--- src/rtl/spireg_pkg.sv ---
package spireg_pkg;

  localparam int BYTE_W = 8;
  localparam int BIT_CW = $clog2(BYTE_W);

  localparam logic [BYTE_W-1:0] OP_SENSE = 8'hA6;
  localparam logic [BYTE_W-1:0] OP_STAT  = 8'h9C;
  localparam logic [BYTE_W-1:0] OP_BRD   = 8'h8A;
  localparam logic [BYTE_W-1:0] OP_BWR   = 8'hCF;

  typedef enum logic [3:0] {
    PH_OPC, PH_SV, PH_ST1, PH_ST2, PH_RADR, PH_RDAT, PH_WADR, PH_WDAT, PH_END
  } phase_t;

  typedef struct packed {
    logic err;
    logic dismiss;
    logic fail;
    logic busy;
    logic valid;
  } stat_t;

  function automatic logic [BYTE_W-1:0] stat_byte(input stat_t s);
    return {s.err, 3'b000, s.dismiss, s.fail, s.busy, s.valid};
  endfunction

  function automatic logic [BYTE_W-1:0] sense_byte(input logic ok);
    return {ok, {(BYTE_W-1){1'b0}}};
  endfunction

  function automatic logic addr_in_range(input logic [BYTE_W-1:0] a, input int aw);
    return (a >> aw) == '0;
  endfunction

  function automatic logic op_known(input logic [BYTE_W-1:0] op);
    return (op == OP_SENSE) || (op == OP_STAT) || (op == OP_BRD) || (op == OP_BWR);
  endfunction

endpackage

--- src/rtl/spireg_sync.sv ---
module spireg_sync #(
  parameter int STAGES = 2
) (
  input  logic clk,
  input  logic rst_n,
  input  logic cs_n,
  input  logic sclk,
  input  logic mosi,
  output logic cs_act,
  output logic sclk_rise,
  output logic sclk_fall,
  output logic mosi_s
);

  logic [STAGES-1:0] cs_p, sck_p, mo_p;
  logic              sck_d;

  always_ff @(posedge clk or negedge rst_n) begin
    if (!rst_n) begin
      cs_p  <= '1;
      sck_p <= '0;
      mo_p  <= '0;
      sck_d <= 1'b0;
    end else begin
      cs_p[0]  <= cs_n;
      sck_p[0] <= sclk;
      mo_p[0]  <= mosi;
      for (int i = 1; i < STAGES; i++) begin
        cs_p[i]  <= cs_p[i-1];
        sck_p[i] <= sck_p[i-1];
        mo_p[i]  <= mo_p[i-1];
      end
      sck_d <= sck_p[STAGES-1];
    end
  end

  assign cs_act    = ~cs_p[STAGES-1];
  assign sclk_rise =  sck_p[STAGES-1] & ~sck_d;
  assign sclk_fall = ~sck_p[STAGES-1] &  sck_d;
  assign mosi_s    =  mo_p[STAGES-1];

endmodule

--- src/rtl/spireg_shift.sv ---
module spireg_shift
  import spireg_pkg::*;
(
  input  logic              clk,
  input  logic              rst_n,
  input  logic              cs_act,
  input  logic              sclk_rise,
  input  logic              sclk_fall,
  input  logic              mosi_s,
  input  logic [BYTE_W-1:0] tx_byte,
  output logic              byte_done,
  output logic [BYTE_W-1:0] rx_byte,
  output logic              miso
);

  logic [BYTE_W-2:0] rx_sh;
  logic [BIT_CW-1:0] bitcnt;
  logic              miso_q;

  always_ff @(posedge clk or negedge rst_n) begin
    if (!rst_n) begin
      rx_sh  <= '0;
      bitcnt <= '0;
      miso_q <= 1'b0;
    end else if (!cs_act) begin
      bitcnt <= '0;
      miso_q <= 1'b0;
    end else begin
      if (sclk_rise) begin
        rx_sh  <= {rx_sh[BYTE_W-3:0], mosi_s};
        bitcnt <= bitcnt + 1'b1;
      end
      if (sclk_fall) miso_q <= tx_byte[~bitcnt];
    end
  end

  assign rx_byte   = {rx_sh, mosi_s};
  assign byte_done = cs_act & sclk_rise & (bitcnt == BIT_CW'(BYTE_W-1));
  assign miso      = miso_q;

endmodule

--- src/rtl/spireg_ctrl.sv ---
module spireg_ctrl
  import spireg_pkg::*;
#(
  parameter int ADDR_W = 6
) (
  input  logic              clk,
  input  logic              rst_n,
  input  logic              cs_act,
  input  logic              byte_done,
  input  logic [BYTE_W-1:0] rx_byte,
  input  logic              sens_ok,
  input  logic [BYTE_W-1:0] rf_rdata,
  input  logic              rf_rvalid,
  output logic [BYTE_W-1:0] tx_byte,
  output logic [ADDR_W-1:0] rf_addr,
  output logic              rf_rd,
  output logic              rf_wr,
  output logic [BYTE_W-1:0] rf_wdata,
  output logic              acc_ok,
  output logic              acc_fail,
  output logic [BYTE_W-1:0] acc_addr,
  output logic              err_flag,
  output logic              err_clr
);

  phase_t            ph;
  stat_t             st;
  logic [BYTE_W-1:0] addr_q, tx_q, wdat_q;
  logic              rd_pend, wr_pend;
  logic              addr_ok, acc_go, err_set;

  assign addr_ok  = addr_in_range(addr_q, ADDR_W);
  assign acc_go   = rd_pend | wr_pend;
  assign acc_ok   = acc_go & addr_ok & (wr_pend | rf_rvalid);
  assign acc_fail = acc_go & ~acc_ok;
  assign err_set  = byte_done & (((ph == PH_OPC) & ~op_known(rx_byte)) |
                                 ((ph == PH_SV) & ~sens_ok));
  assign err_clr  = byte_done & (ph == PH_ST2);

  always_ff @(posedge clk or negedge rst_n) begin
    if (!rst_n) begin
      ph      <= PH_OPC;
      st      <= '0;
      addr_q  <= '0;
      tx_q    <= '0;
      wdat_q  <= '0;
      rd_pend <= 1'b0;
      wr_pend <= 1'b0;
    end else begin
      rd_pend <= 1'b0;
      wr_pend <= 1'b0;
      st.err  <= err_set | (st.err & ~err_clr);
      if (!cs_act) begin
        ph      <= PH_OPC;
        tx_q    <= '0;
        st.busy <= 1'b0;
      end else begin
        if (byte_done) begin
          case (ph)
            PH_OPC: begin
              tx_q <= rx_byte;
              case (rx_byte)
                OP_SENSE: ph <= PH_SV;
                OP_STAT:  ph <= PH_ST1;
                OP_BRD:   begin ph <= PH_RADR; st.busy <= 1'b1; end
                OP_BWR:   begin ph <= PH_WADR; st.busy <= 1'b1; end
                default:  ph <= PH_END;
              endcase
            end
            PH_SV:   begin tx_q <= sense_byte(sens_ok); ph <= PH_END; end
            PH_ST1:  begin tx_q <= stat_byte(st);       ph <= PH_ST2; end
            PH_ST2:  begin tx_q <= '0;                  ph <= PH_END; end
            PH_RADR: begin addr_q <= rx_byte; tx_q <= rx_byte; ph <= PH_RDAT; end
            PH_RDAT: rd_pend <= 1'b1;
            PH_WADR: begin addr_q <= rx_byte; tx_q <= rx_byte; ph <= PH_WDAT; end
            PH_WDAT: begin wdat_q <= rx_byte; tx_q <= rx_byte; wr_pend <= 1'b1; end
            default: tx_q <= '0;
          endcase
        end
        if (acc_go) begin
          if (rd_pend) tx_q <= acc_ok ? rf_rdata : '0;
          st.valid   <= acc_ok;
          st.fail    <= ~acc_ok;
          st.dismiss <= ~addr_ok;
          if (acc_ok) addr_q <= addr_q + 8'd1;
        end
      end
    end
  end

  assign tx_byte  = tx_q;
  assign rf_addr  = addr_q[ADDR_W-1:0];
  assign rf_rd    = rd_pend & addr_ok;
  assign rf_wr    = wr_pend & addr_ok;
  assign rf_wdata = wdat_q;
  assign acc_addr = addr_q;
  assign err_flag = st.err;

endmodule

--- src/rtl/spireg_slave.sv ---
module spireg_slave
  import spireg_pkg::*;
#(
  parameter int ADDR_W      = 6,
  parameter int SYNC_STAGES = 2
) (
  input  logic              clk,
  input  logic              rst_n,
  input  logic              spi_cs_n,
  input  logic              spi_sclk,
  input  logic              spi_mosi,
  output logic              spi_miso,
  input  logic              sens_ok,
  output logic [ADDR_W-1:0] rf_addr,
  output logic              rf_rd,
  input  logic [7:0]        rf_rdata,
  input  logic              rf_rvalid,
  output logic              rf_wr,
  output logic [7:0]        rf_wdata
);

  logic              cs_act, sclk_rise, sclk_fall, mosi_s;
  logic              byte_done;
  logic [BYTE_W-1:0] rx_byte, tx_byte, acc_addr;
  logic              acc_ok, acc_fail, err_flag, err_clr;

  spireg_sync #(.STAGES(SYNC_STAGES)) u_sync (
    .clk(clk), .rst_n(rst_n), .cs_n(spi_cs_n), .sclk(spi_sclk), .mosi(spi_mosi),
    .cs_act(cs_act), .sclk_rise(sclk_rise), .sclk_fall(sclk_fall), .mosi_s(mosi_s)
  );

  spireg_shift u_shift (
    .clk(clk), .rst_n(rst_n), .cs_act(cs_act), .sclk_rise(sclk_rise),
    .sclk_fall(sclk_fall), .mosi_s(mosi_s), .tx_byte(tx_byte),
    .byte_done(byte_done), .rx_byte(rx_byte), .miso(spi_miso)
  );

  spireg_ctrl #(.ADDR_W(ADDR_W)) u_ctrl (
    .clk(clk), .rst_n(rst_n), .cs_act(cs_act), .byte_done(byte_done),
    .rx_byte(rx_byte), .sens_ok(sens_ok), .rf_rdata(rf_rdata), .rf_rvalid(rf_rvalid),
    .tx_byte(tx_byte), .rf_addr(rf_addr), .rf_rd(rf_rd), .rf_wr(rf_wr),
    .rf_wdata(rf_wdata), .acc_ok(acc_ok), .acc_fail(acc_fail), .acc_addr(acc_addr),
    .err_flag(err_flag), .err_clr(err_clr)
  );

endmodule

--- config.mk ---
export PLATFORM = sky130hd
export DESIGN_NAME = spireg_slave
export DESIGN_NICKNAME = d
export VERILOG_FILES = /design/src/rtl/spireg_pkg.sv /design/src/rtl/spireg_sync.sv /design/src/rtl/spireg_shift.sv /design/src/rtl/spireg_ctrl.sv /design/src/rtl/spireg_slave.sv
export SDC_FILE = /design/constraint.sdc
export NUM_CORES = 1
export LEC_CHECK = 0
export CAP_MARGIN = 20
export CORE_MARGIN = 5
export CORE_UTILIZATION = 35
export CTS_CLUSTER_DIAMETER = 200
export CTS_CLUSTER_SIZE = 20
export DETAILED_ROUTE_END_ITERATION = 6
export GPL_TIMING_DRIVEN = 0
export PLACE_DENSITY = 0.6
export SLEW_MARGIN = 40
export SYNTH_ARGS = -nofsm -noshare
export SYNTH_HDL_FRONTEND = slang
export SYNTH_SLANG_ARGS = --single-unit
export TNS_END_PERCENT = 20
--- constraint.sdc ---
create_clock -name clk -period 2.9 [get_ports clk]
set_clock_uncertainty 0.15 [all_clocks]
set_input_delay 0.58 -clock clk [delete_from_list [all_inputs] [get_ports clk]]
set_output_delay 0.58 -clock clk [all_outputs]
set_load 0.005 [all_outputs]
* Yosys cells after proc, flatten, opt, wreduce, memory -nomap -nowiden
Index checks and enable logic that the tools add are counted.
** Word-level totals
- Input bits :: 15
- Logic and storage cells :: 109
- Output and inout bits :: 17
- Bits in registers :: 53
** Operators by class
- Mux-type cells :: 30
- Reduce and logical (&&, ||, !) cells :: 20
- Bitwise gates (word level) :: 26
- Add/subtract/negate cells :: 2
- $lt $le $gt $ge :: 1
- Eq/ne operators :: 12
** Operator list (number)
- 2-to-1 mux 8 bit :: 9
- == test 8 bit, second input constant :: 4
- case mux 8 bit (4 select lines) :: 1
- case mux 4 bit (5 select lines) :: 1
- == test 4 x 3 -> 1 bit, second input constant :: 4
- case mux 4 bit (4 select lines) :: 1
- bitwise AND 1 bit :: 13
- 2-to-1 mux 1 bit :: 13
- nonzero test 2 bit :: 5
- adder 8 x 1 -> 8 bit, second input constant :: 1
- == test 4 x 2 -> 1 bit, second input constant :: 2
- logical NOT 8 bit :: 1
- 2-to-1 mux 4 bit :: 2
- NOT 1 bit :: 8
- 2-to-1 mux 3 bit :: 2
- AND reduction 2 bit :: 3
- AND reduction 3 bit :: 2
- nonzero test 6 bit :: 1
- OR reduction 2 bit :: 3
- == test 4 x 1 -> 1 bit, second input constant :: 1
- logical NOT 4 bit :: 1
- less-than comparator 3 x 4 -> 1 bit, second input constant :: 1
- bitwise OR 1 bit :: 4
- OR reduction 4 bit :: 1
- other kinds (5) :: 7

* Longest topological paths before layout
Gate-level depths: netlist of run 1.
- Depth in word-level cells :: 9
- Depth in mapped cells :: 8
- Depth with buffers taken out :: 6

* Cells and area by module
From an unflattened synthesis of run 1, not the netlist that was laid out.
** Unflattened totals
- Cells, all modules :: 259
- Area, all modules :: 2696.3 um2
** Modules (own cells, without submodules)
- spireg_ctrl :: seq. area each 875.8 um2, cells each 211, area an instance 1975.6 um2, instances 1
- spireg_shift :: seq. area each 275.3 um2, cells each 38, area an instance 524.3 um2, instances 1
- spireg_sync :: seq. area each 177.7 um2, cells each 10, area an instance 196.4 um2, instances 1

* Least setup slack after synthesis of run 1
OpenSTA, ideal clock, no wires.
- Kind :: register to register
- Start point :: register u_shift.bitcnt[0]
- End point :: register u_ctrl.wdat_q[0], in the netlist u_ctrl.rf_wdata[0]
- Data arrival time :: 1.839 ns
- Setup slack :: 0.786 ns
- Path buffers :: 2
- Stages on the path, launching flop included :: 9
- Setup time :: 0.125 ns
- Required time :: 2.625 ns
- Period minus slack after synthesis :: 2.114 ns
- Cell sequence :: dfrtp_1 ha_1 ha_1 nand4bb_1 buf_6 nor2_4 and4_4 buf_8 mux2_4
** Between the ends
- Cells in the longest elaborated chain, start to end :: 3
** RTL lines
- start, declared :: RTL line spireg_shift.sv:17 : logic [BIT_CW-1:0] bitcnt;
- start signal, assigned :: RTL line spireg_shift.sv:31 : bitcnt <= bitcnt + 1'b1;
- == test 3 bit :: RTL line spireg_shift.sv:38 : assign byte_done = cs_act & sclk_rise & (bitcnt == BIT_CW'(BYTE_W-1));
- bitwise AND 1 bit :: RTL line spireg_shift.sv:38
- AND reduction 3 bit (no line)
- end signal, assigned :: RTL line spireg_ctrl.sv:46 : wdat_q <= '0;
- end signal, assigned :: RTL line spireg_ctrl.sv:76 : PH_WDAT: begin wdat_q <= rx_byte; tx_q <= rx_byte; wr_pend <= 1'b1; end
- end, declared :: RTL line spireg_ctrl.sv:28 : logic [BYTE_W-1:0] addr_q, tx_q, wdat_q;
Every way passes these cells.
A chain may end at the register's enable or synchronous reset.

* Worst setup path in the final report of run 1
- Start point :: register u_ctrl.rd_pend
- End point :: output port rf_rd
** Between the ends
- Cells in the longest elaborated chain, start to end :: 1
** RTL lines
- start, declared :: RTL line spireg_ctrl.sv:29 : logic rd_pend, wr_pend;
- start signal, assigned :: RTL line spireg_ctrl.sv:47 : rd_pend <= 1'b0;
- start signal, assigned :: RTL line spireg_ctrl.sv:50 : rd_pend <= 1'b0;
- start signal, assigned :: RTL line spireg_ctrl.sv:74 : PH_RDAT: rd_pend <= 1'b1;
- bitwise AND 1 bit :: RTL line spireg_ctrl.sv:93 : assign rf_rd = rd_pend & addr_ok;
- end, declared :: RTL line spireg_slave.sv:15 : output logic rf_rd,
Every way passes these cells.

==> metrics.md, run 1 <==
| Metric | Value |
|---|---|
| Status | finished, final reports clean |
| Synthesis warning total | 0 |
| Fin crit share | 93.26% |
| First DRT Iteration DRCs | 69 |
| Area enclosed by the die boundary | 9751 µm² |
| Later-pin clock latency in the skew report | 0.31 ns |
| Maximum level of the CTS H-tree | 2 |
| Clock buffer depth | 2 |
| Cell-by-cell listing of the critical path | buf_2 -> buf_1 -> and2_1 -> clkdlybuf4s50_1 |
| Number of filler instances in the final layout | 787 |
| FFs w/ async S/R, synth | 100.0% |
| Horizontal die dimension | 98.75 µm |
| Gate power share | 13.0% |
| Number of flops mapped to enable cells by yosys | 0 |
| Initial core utilization | 35.86% |
| Number of primary I/O pins | 32 |
| #FFs+latches synth | 53 |
| Seq/Total Area, Yosys | 48.21% |
| Fraction of power spent switching nets | 30.28% |
| Average vias per placed instance | 5.469 |
| Number of antenna violations at the first check in global routing | 0 |
| Util after Layout | 43.13% |
| Clock-pin slew reported for the worst setup and hold paths after clock tree synthesis | 0.10 ns |
| Data arrival at the endpoint of the critical path | 1.97 ns |
| Reported leakage power | 1.356 nW |
| Clock network fraction of total power | 29.4% |
| Area occupied by registers | 1329 µm² |
| Ratio of cells with drive above 1 in the final layout | 18.66% |
| Area of the core | 7687 µm² |
| Gpl congestion | 0.8868 |
| Share of total power in sequential cells | 57.6% |
| Count of final hold-check violations | 0 |
| Crit path buffers/inverters | 3 |
| Maximum ir drop on the vdd rail | 257.0 µV |
| Largest net degree at the start of global routing | 43 |
| Clock net sink count | 53 |
| Req. time, crit path | 2.17 ns |
| Post-synthesis cell count | 243 |
| Transition time at the pin with the least slew margin | 0.5340 ns |
| Die height | 98.75 µm |
| Total routed wirelength | 6.754 mm |
| Worst path top cell family by delay | buffers and inverters |
| 1st-pass router iterations | 4 |
| Overall track demand over capacity in global routing | 14.17% |
| Library cell contributing the largest single delay on the critical path | sky130_fd_sc_hd__clkdlybuf4s50_1 |
| Number of global-route vias before repair | 2150 |
| Layout-stage area growth over the synthesis result | 20.29% |
| Maximum fanout along the worst path | 10 |
| Remaining antenna violation count | 0 |
| Net switching component of the power | 0.0004585 W |
| Areal power density over the cells | 456.7 nW/µm² |
| Detailed Place HPWL | 4.735 mm |
| Startpoint class of the critical path | flop |
| Synth unique cells | 60 |
| Post-CTS Resized | 0 |
| Summed instance area of the synthesized netlist | 2756 µm² |
| Type of the most critical hold path | reg -> reg |
| Final setup violation count | 0 |
| Standard-cell row count | 32 |
| Post-layout minimum cycle time | 2.705 ns |
| Type of the worst setup path | reg -> out |
| Final nets | 301 |
| I/O Buffers | 31 |
| GR Overflow Total | 0 |
| Stage delay of the slowest cell on the critical path | 0.51 ns |
| Average wire per standard cell | 17.50 µm |
| Top_reg_cell synth | sky130_fd_sc_hd__dfrtp_1 |
| Internal | 0.001056 W |
| CTS tree | done |
| Highest achievable clock rate | 369.7 MHz |
| Worst relative slew slack | 64.40% |
| Total inserted antenna cells | 0 |
| Number of max-slew violations in the final report | 0 |
| Syn Nets | 261 |
| Total vias in the final route | 2111 |
| Root Buffer | sky130_fd_sc_hd__clkbuf_8 |
| TritonCTS Buffers | 5 |
| Total design power | 0.001514 W |
| CP Capture Type | output pin |
| Unrepaired setup endpoints after global routing | false |
| Avg Cell Area, Syn | 11.34 µm² |
| Area of the multi-input gates | 1275 µm² |
| Number of remaining DRC errors | 0 |
| Count of max-cap constraint violations | 0 |
| First-pass GRT wire length | 11.19 mm |
==> metal layers <==
layer,global-route usage (%),routed length (µm),share of wire (%)
met4,4.307,96,1.4
met2,21.90,3185,47
met3,1.911,204,3.0
met1,20.65,3268,48
met5,0,0,0
==> stage by stage <==
step / area (µm²) / hold WS (ns) / cells / worst slack [ns] / TNS [ns]
detailed placement: 3212 / 0.1949 / 377 / 0.5386 / 0
floorplan: 2756 / 0.1344 / 243 / 0.7855 / 0
global route: 3316 / 0.2137 / 386 / 0.08918 / 0
finish: 3316 / 0.2106 / 386 / 0.1953 / 0
CTS: 3316 / 0.2116 / 386 / 0.1860 / 0
global placement: 3194 / 0.1884 / 376 / -0.5684 / -28.74
==> worst register-to-register path: cells and delay by family, from the launching register on <==
| family | cells | cell delay [ns] |
|---|---|---|
| AND/OR/NAND/NOR | 3 | 0.52 |
| buffers and inverters | 2 | 0.32 |
| flip-flops | 1 | 0.46 |
| multiplexers | 1 | 0.30 |
| adder cells (fa/ha/maj) | 2 | 0.48 |
==> layout make-up <==
| type | count | share of cell area, % |
|---|---|---|
| Buffer | 21 | 4.038 |
| Clock buffer | 5 | 2.075 |
| Clock inverter | 3 | 0.7547 |
| Inverter | 5 | 0.5660 |
| Multi-Input combinational cell | 164 | 38.45 |
| Sequential cell | 53 | 40.08 |
| Tap cell | 102 | 3.849 |
| Timing Repair Buffer | 33 | 10.19 |
==> kinds of logic after synthesis <==
group	synth area share (%)
and+or+nand+nor	16.43
AOI/OAI and AO/OA	17.48
DFF	48.21
buffers and inverters	5.538
muxes	10.67
adders and majority gates	1.362
xor gates and xnor gates	0.3178
==> layout by cell type (no fill, tap or decap), drive strengths merged, types with 5 or more instances in the layout <==
cell and n:
a221o 7, dfrtp 51, a221oi 10, inv 6
nand4 5, o21ai 8, nor2 17, a211oi 7
clkdlybuf4s50 30, nor2b 8, mux2i 5, clkbuf 10
nand3 6, nand2 16, buf 18, a21oi 7
and3 5, mux2 15
==> state kept, by name (all words and copies together) (netlist names) <==
name             flops
u_ctrl.err_flag      1
u_sync.sck_p         2
u_sync.mo_p          2
u_shift.rx_sh        7
u_ctrl.rd_pend       1
u_ctrl.rf_wdata      8
u_ctrl.acc_addr      8
u_shift.bitcnt       3
u_ctrl.wr_pend       1
u_shift.miso         1
u_ctrl.st            4
u_sync.sck_d         1
u_ctrl.tx_byte       8
u_ctrl.ph            4
u_sync.cs_p          2
==> final timing paths <==
kind / slack, ns / end / cells past startpoint / startpoint
max reg2reg: 0.56 / u_ctrl.rf_wdata[1]$_DFFE_PN0P_ / 8 / u_shift.bitcnt[0]$_DFFE_PN0P_
min in group asynchronous: 0.48 / u_shift.bitcnt[0]$_DFFE_PN0P_ / 2 / rst_n
max in group asynchronous: 1.60 / u_sync.cs_p[0]$_DFF_PN1_ / 3 / rst_n
min: 0.21 / u_sync.cs_p[1]$_DFF_PN1_ / 0 / u_sync.cs_p[0]$_DFF_PN1_
max: 0.20 / rf_rd / 4 / u_ctrl.rd_pend$_DFF_PN0_
min reg2reg: 0.21 / u_sync.cs_p[1]$_DFF_PN1_ / 0 / u_sync.cs_p[0]$_DFF_PN1_
==> power groups by stage <==
stage,combinational (W),clock (W),sequential (W)
2_1_floorplan,0.000124,0,0.000843
3_3_place_gp,0.000190,0,0.000887
3_5_place_dp,0.000198,0,0.000888
4_1_cts,0.000199,0.000459,0.000873
5_1_grt,0.000216,0.000488,0.000881
6_report,0.000197,0.000445,0.000873
==> Yosys cell counts (3+ instances only) <==
cell	number	area, µm²
sky130_fd_sc_hd__o211ai_1	3	22.52
sky130_fd_sc_hd__mux2_2	7	78.83
sky130_fd_sc_hd__mux2i_1	5	50.05
sky130_fd_sc_hd__a221o_1	7	70.07
sky130_fd_sc_hd__nor2b_1	8	50.05
sky130_fd_sc_hd__clkbuf_1	5	18.77
sky130_fd_sc_hd__and3_1	5	31.28
sky130_fd_sc_hd__nand4_1	5	31.28
sky130_fd_sc_hd__nand2_1	16	60.06
sky130_fd_sc_hd__buf_2	5	25.02
sky130_fd_sc_hd__a21oi_1	7	35.03
sky130_fd_sc_hd__a221oi_1	10	87.58
sky130_fd_sc_hd__o21ai_0	8	40.04
sky130_fd_sc_hd__and2_1	4	25.02
sky130_fd_sc_hd__inv_1	5	18.77
sky130_fd_sc_hd__buf_4	8	60.06
sky130_fd_sc_hd__mux2_4	8	120.1
sky130_fd_sc_hd__dfrtp_1	51	1276
sky130_fd_sc_hd__ha_1	3	37.54
sky130_fd_sc_hd__nand3_1	5	25.02
sky130_fd_sc_hd__a211oi_1	6	45.04
sky130_fd_sc_hd__nor2_1	14	52.55
==> timing repair <==
action / 4_1_cts / 5_1_grt
endpoints found under the hold margin: 11 / 0
hold buffers: 1 / 0
setup buffers: 0 / 0
(Power assumes the default switching activity.)
==> inputs of run 2 (changes only) <==
Settings changed: CORE_ASPECT_RATIO set to 0.7.
==> run 2 against run 1 <==
Via count hardly changed. Global-route usage is 0.37 points higher. Maximum frequency is 0.35% lower. Clock power is 54% higher. First-iteration DRC count is 100% higher. Wire length is 1.5% higher. Count of clock-buffer cells in the layout is 1 higher. Hold slack worse by 0.21 ns. Sequential share of layout area is 0.74 points lower. Cell count is 0.52% lower. Critical path depth stayed put.
==> metrics.md, run 2 (synthesis gave the netlist of run 1 again) <==
| Metric | Value |
|---|---|
| Clock-pin slew reported for the worst setup and hold paths after clock tree synthesis | 0.07 ns (was 0.10 ns) |
| Count of hold-fix buffers inserted at cts | 0 (was 1) |
| Count of max-cap constraint violations | 0 (unchanged) |
| Die height | 84.25 µm (was 98.75 µm) |
| Total vias in the final route | 2109 (was 2111) |
| Maximum fanout along the worst path | 10 (unchanged) |
| Maximum level of the CTS H-tree | 2 (unchanged) |
| Number of max-slew violations in the final report | 0 (unchanged) |
| Post-CTS Resized | 0 (unchanged) |
| Number of global-route vias before repair | 2059 (was 2150) |
| Layout-stage area growth over the synthesis result | 22.56% (was 20.29%) |
| Remaining antenna violation count | 0 (unchanged) |
| GR Overflow Total | 0 (unchanged) |
| Area enclosed by the die boundary | 9779 µm² (was 9751 µm²) |
| Final nets | 300 (was 301) |
| Initial core utilization | 35.48% (was 35.86%) |
| Data arrival at the endpoint of the critical path | 1.98 ns (was 1.97 ns) |
| Highest achievable clock rate | 368.4 MHz (was 369.7 MHz) |
| Number of primary I/O pins | 32 (unchanged) |
| Fraction of power spent switching nets | 26.51% (was 30.28%) |
| Final setup violation count | 0 (unchanged) |
| Total inserted antenna cells | 0 (unchanged) |
| Later-pin clock latency in the skew report | 0.29 ns (was 0.31 ns) |
| 1st-pass router iterations | 4 (unchanged) |
| Startpoint class of the critical path | flop (unchanged) |
| Root Buffer | sky130_fd_sc_hd__clkbuf_16 (was sky130_fd_sc_hd__clkbuf_8) |
| Post-layout minimum cycle time | 2.714 ns (was 2.705 ns) |
| Gate power share | 11.1% (was 13.0%) |
| Largest net degree at the start of global routing | 36 (was 43) |
| Horizontal die dimension | 116.1 µm (was 98.75 µm) |
| Clock network fraction of total power | 39.1% (was 29.4%) |
| Detailed Place HPWL | 4.885 mm (was 4.735 mm) |
| Type of the most critical hold path | in -> async (was reg -> reg) |
| Req. time, crit path | 2.17 ns (about the same) |
| Standard-cell row count | 27 (was 32) |
| Fin crit share | 93.59% (was 93.26%) |
| Areal power density over the cells | 520.2 nW/µm² (was 456.7 nW/µm²) |
| Leading cell type in the layout, fill and taps excluded | sky130_fd_sc_hd__dfrtp_1 (unchanged) |
| CP Capture Type | output pin (unchanged) |
| Number of remaining DRC errors | 0 (unchanged) |
| Average vias per placed instance | 5.492 (was 5.469) |
| Overall track demand over capacity in global routing | 14.54% (was 14.17%) |
| Post-CTS setup buffer count | 0 (unchanged) |
| Count of final hold-check violations | 0 (unchanged) |
| First-pass GRT wire length | 11.19 mm (unchanged) |
| Reported leakage power | 1.388 nW (was 1.356 nW) |
| Average wire per standard cell | 17.85 µm (was 17.50 µm) |
| Ratio of cells with drive above 1 in the final layout | 18.37% (was 18.66%) |
| Share of total power in sequential cells | 49.8% (was 57.6%) |
| Clock net sink count | 53 (unchanged) |
| Area of the core | 7770 µm² (was 7687 µm²) |
| I/O Buffers | 31 (unchanged) |
| Unrepaired setup endpoints after global routing | false (unchanged) |
| Commonest non-fill, non-tap cells in the layout | sky130_fd_sc_hd__dfrtp_1, sky130_fd_sc_hd__clkdlybuf4s50_1, sky130_fd_sc_hd__nand2_1 (unchanged) |
| Type of the worst setup path | reg -> out (unchanged) |
| Final cell count without fillers | 384 (was 386) |
| Maximum ir drop on the vdd rail | 391.7 µV (was 257.0 µV) |
| Worst relative slew slack | 66.07% (was 64.40%) |
| Hold_ws | 0.002363 ns (was 0.2106 ns) |
| Internal | 0.001291 W (was 0.001056 W) |
| First DRT Iteration DRCs | 138 (was 69) |
| Transition time at the pin with the least slew margin | 0.5089 ns (was 0.5340 ns) |
| Number of antenna violations at the first check in global routing | 0 (unchanged) |
| Net switching component of the power | 0.0004659 W (was 0.0004585 W) |
| Placed cell count | 376 (was 377) |
| Status | finished, final reports clean (unchanged) |
| TritonCTS Buffers | 5 (unchanged) |
| Total routed wirelength | 6.855 mm (was 6.754 mm) |
| Gpl congestion | 0.9186 (was 0.8868) |
| CTS tree | done (unchanged) |
| Clock buffer depth | 2 (unchanged) |
==> run 2: cell types whose count changed in the layout (fill, tap and decap cells not counted), sizes merged <==
cell,before,now
clkinvlp,1,0
dlygate4sd3,1,0
clkinv,1,0
clkbuf,10,11
bufinv,0,1
==> run 2: area by class of cell <==
| type | count | area (µm²) |
|---|---|---|
| fill | 771 | 4392 |
| sequential | 53 | 1329 |
| multi-input combinational | 164 | 1275 |
| timing repair buffer | 32 | 327.8 |
| buffer | 21 | 133.9 |
| clock buffer | 6 | 128.9 |
| tap | 101 | 126.4 |
| clock inverter | 2 | 38.79 |
| inverter | 5 | 18.77 |
==> run 2: routing by layer <==
layer,track usage [%],vias up,part of all wire [%]
met5,0,-,0
met4,1.897,0,0.42
met3,4.251,4,5.4
met2,19.69,63,41
met1,23.24,1047,53
li1,-,995,-
==> run 2: worst paths after layout <==
path                                                    start                              to  slack (ns)  cells past startpoint
min in group clk                     u_sync.mo_p[0]$_DFF_PN0_        u_sync.mo_p[1]$_DFF_PN0_        0.20                      0
worst min register to register       u_sync.mo_p[0]$_DFF_PN0_        u_sync.mo_p[1]$_DFF_PN0_        0.20                      0
worst max-delay path                 u_ctrl.rd_pend$_DFF_PN0_                           rf_rd        0.19                      4
max in group asynchronous                               rst_n        u_sync.cs_p[1]$_DFF_PN1_        2.08                      2
worst max register to register  u_shift.bitcnt[0]$_DFFE_PN0P_  u_ctrl.rf_wdata[0]$_DFFE_PN0P_        0.51                      8
worst min-delay path                                    rst_n  u_ctrl.rf_wdata[1]$_DFFE_PN0P_       0.002                      1
==> run 2: power by group through the flow <==
stage,sequential [W],combinational (W),clock [W]
CTS,0.000876,0.000197,0.000692
global placement,0.000890,0.000192,0
global route,0.000887,0.000215,0.000726
finish,0.000876,0.000195,0.000687
detailed placement,0.000890,0.000197,0
floorplan,0.000843,0.000124,0
==> run 2: critical path, cell delays in order, from the launching register on <==
cell,delay (ns)
sky130_fd_sc_hd__dfrtp_1,0.32
sky130_fd_sc_hd__buf_2,0.24
sky130_fd_sc_hd__buf_1,0.43
sky130_fd_sc_hd__and2_1,0.21
sky130_fd_sc_hd__clkdlybuf4s50_1,0.50
==> run 2: stage by stage <==
step / instance area, µm² / power [W] / worst slack, ns / TNS [ns] / util, %
4_1_cts: 3378 / 0.001765 / 0.1856 / 0 / 43.48
6_report: 3378 / 0.001757 / 0.1858 / 0 / 43.48
3_5_place_dp: 3211 / 0.001087 / 0.5098 / 0 / 41.32
5_1_grt: 3378 / 0.001829 / 0.08472 / 0 / 43.48
2_1_floorplan: 2756 / 0.0009665 / 0.7855 / 0 / -
3_3_place_gp: 3193 / 0.001082 / -0.5519 / -27.95 / 41.10
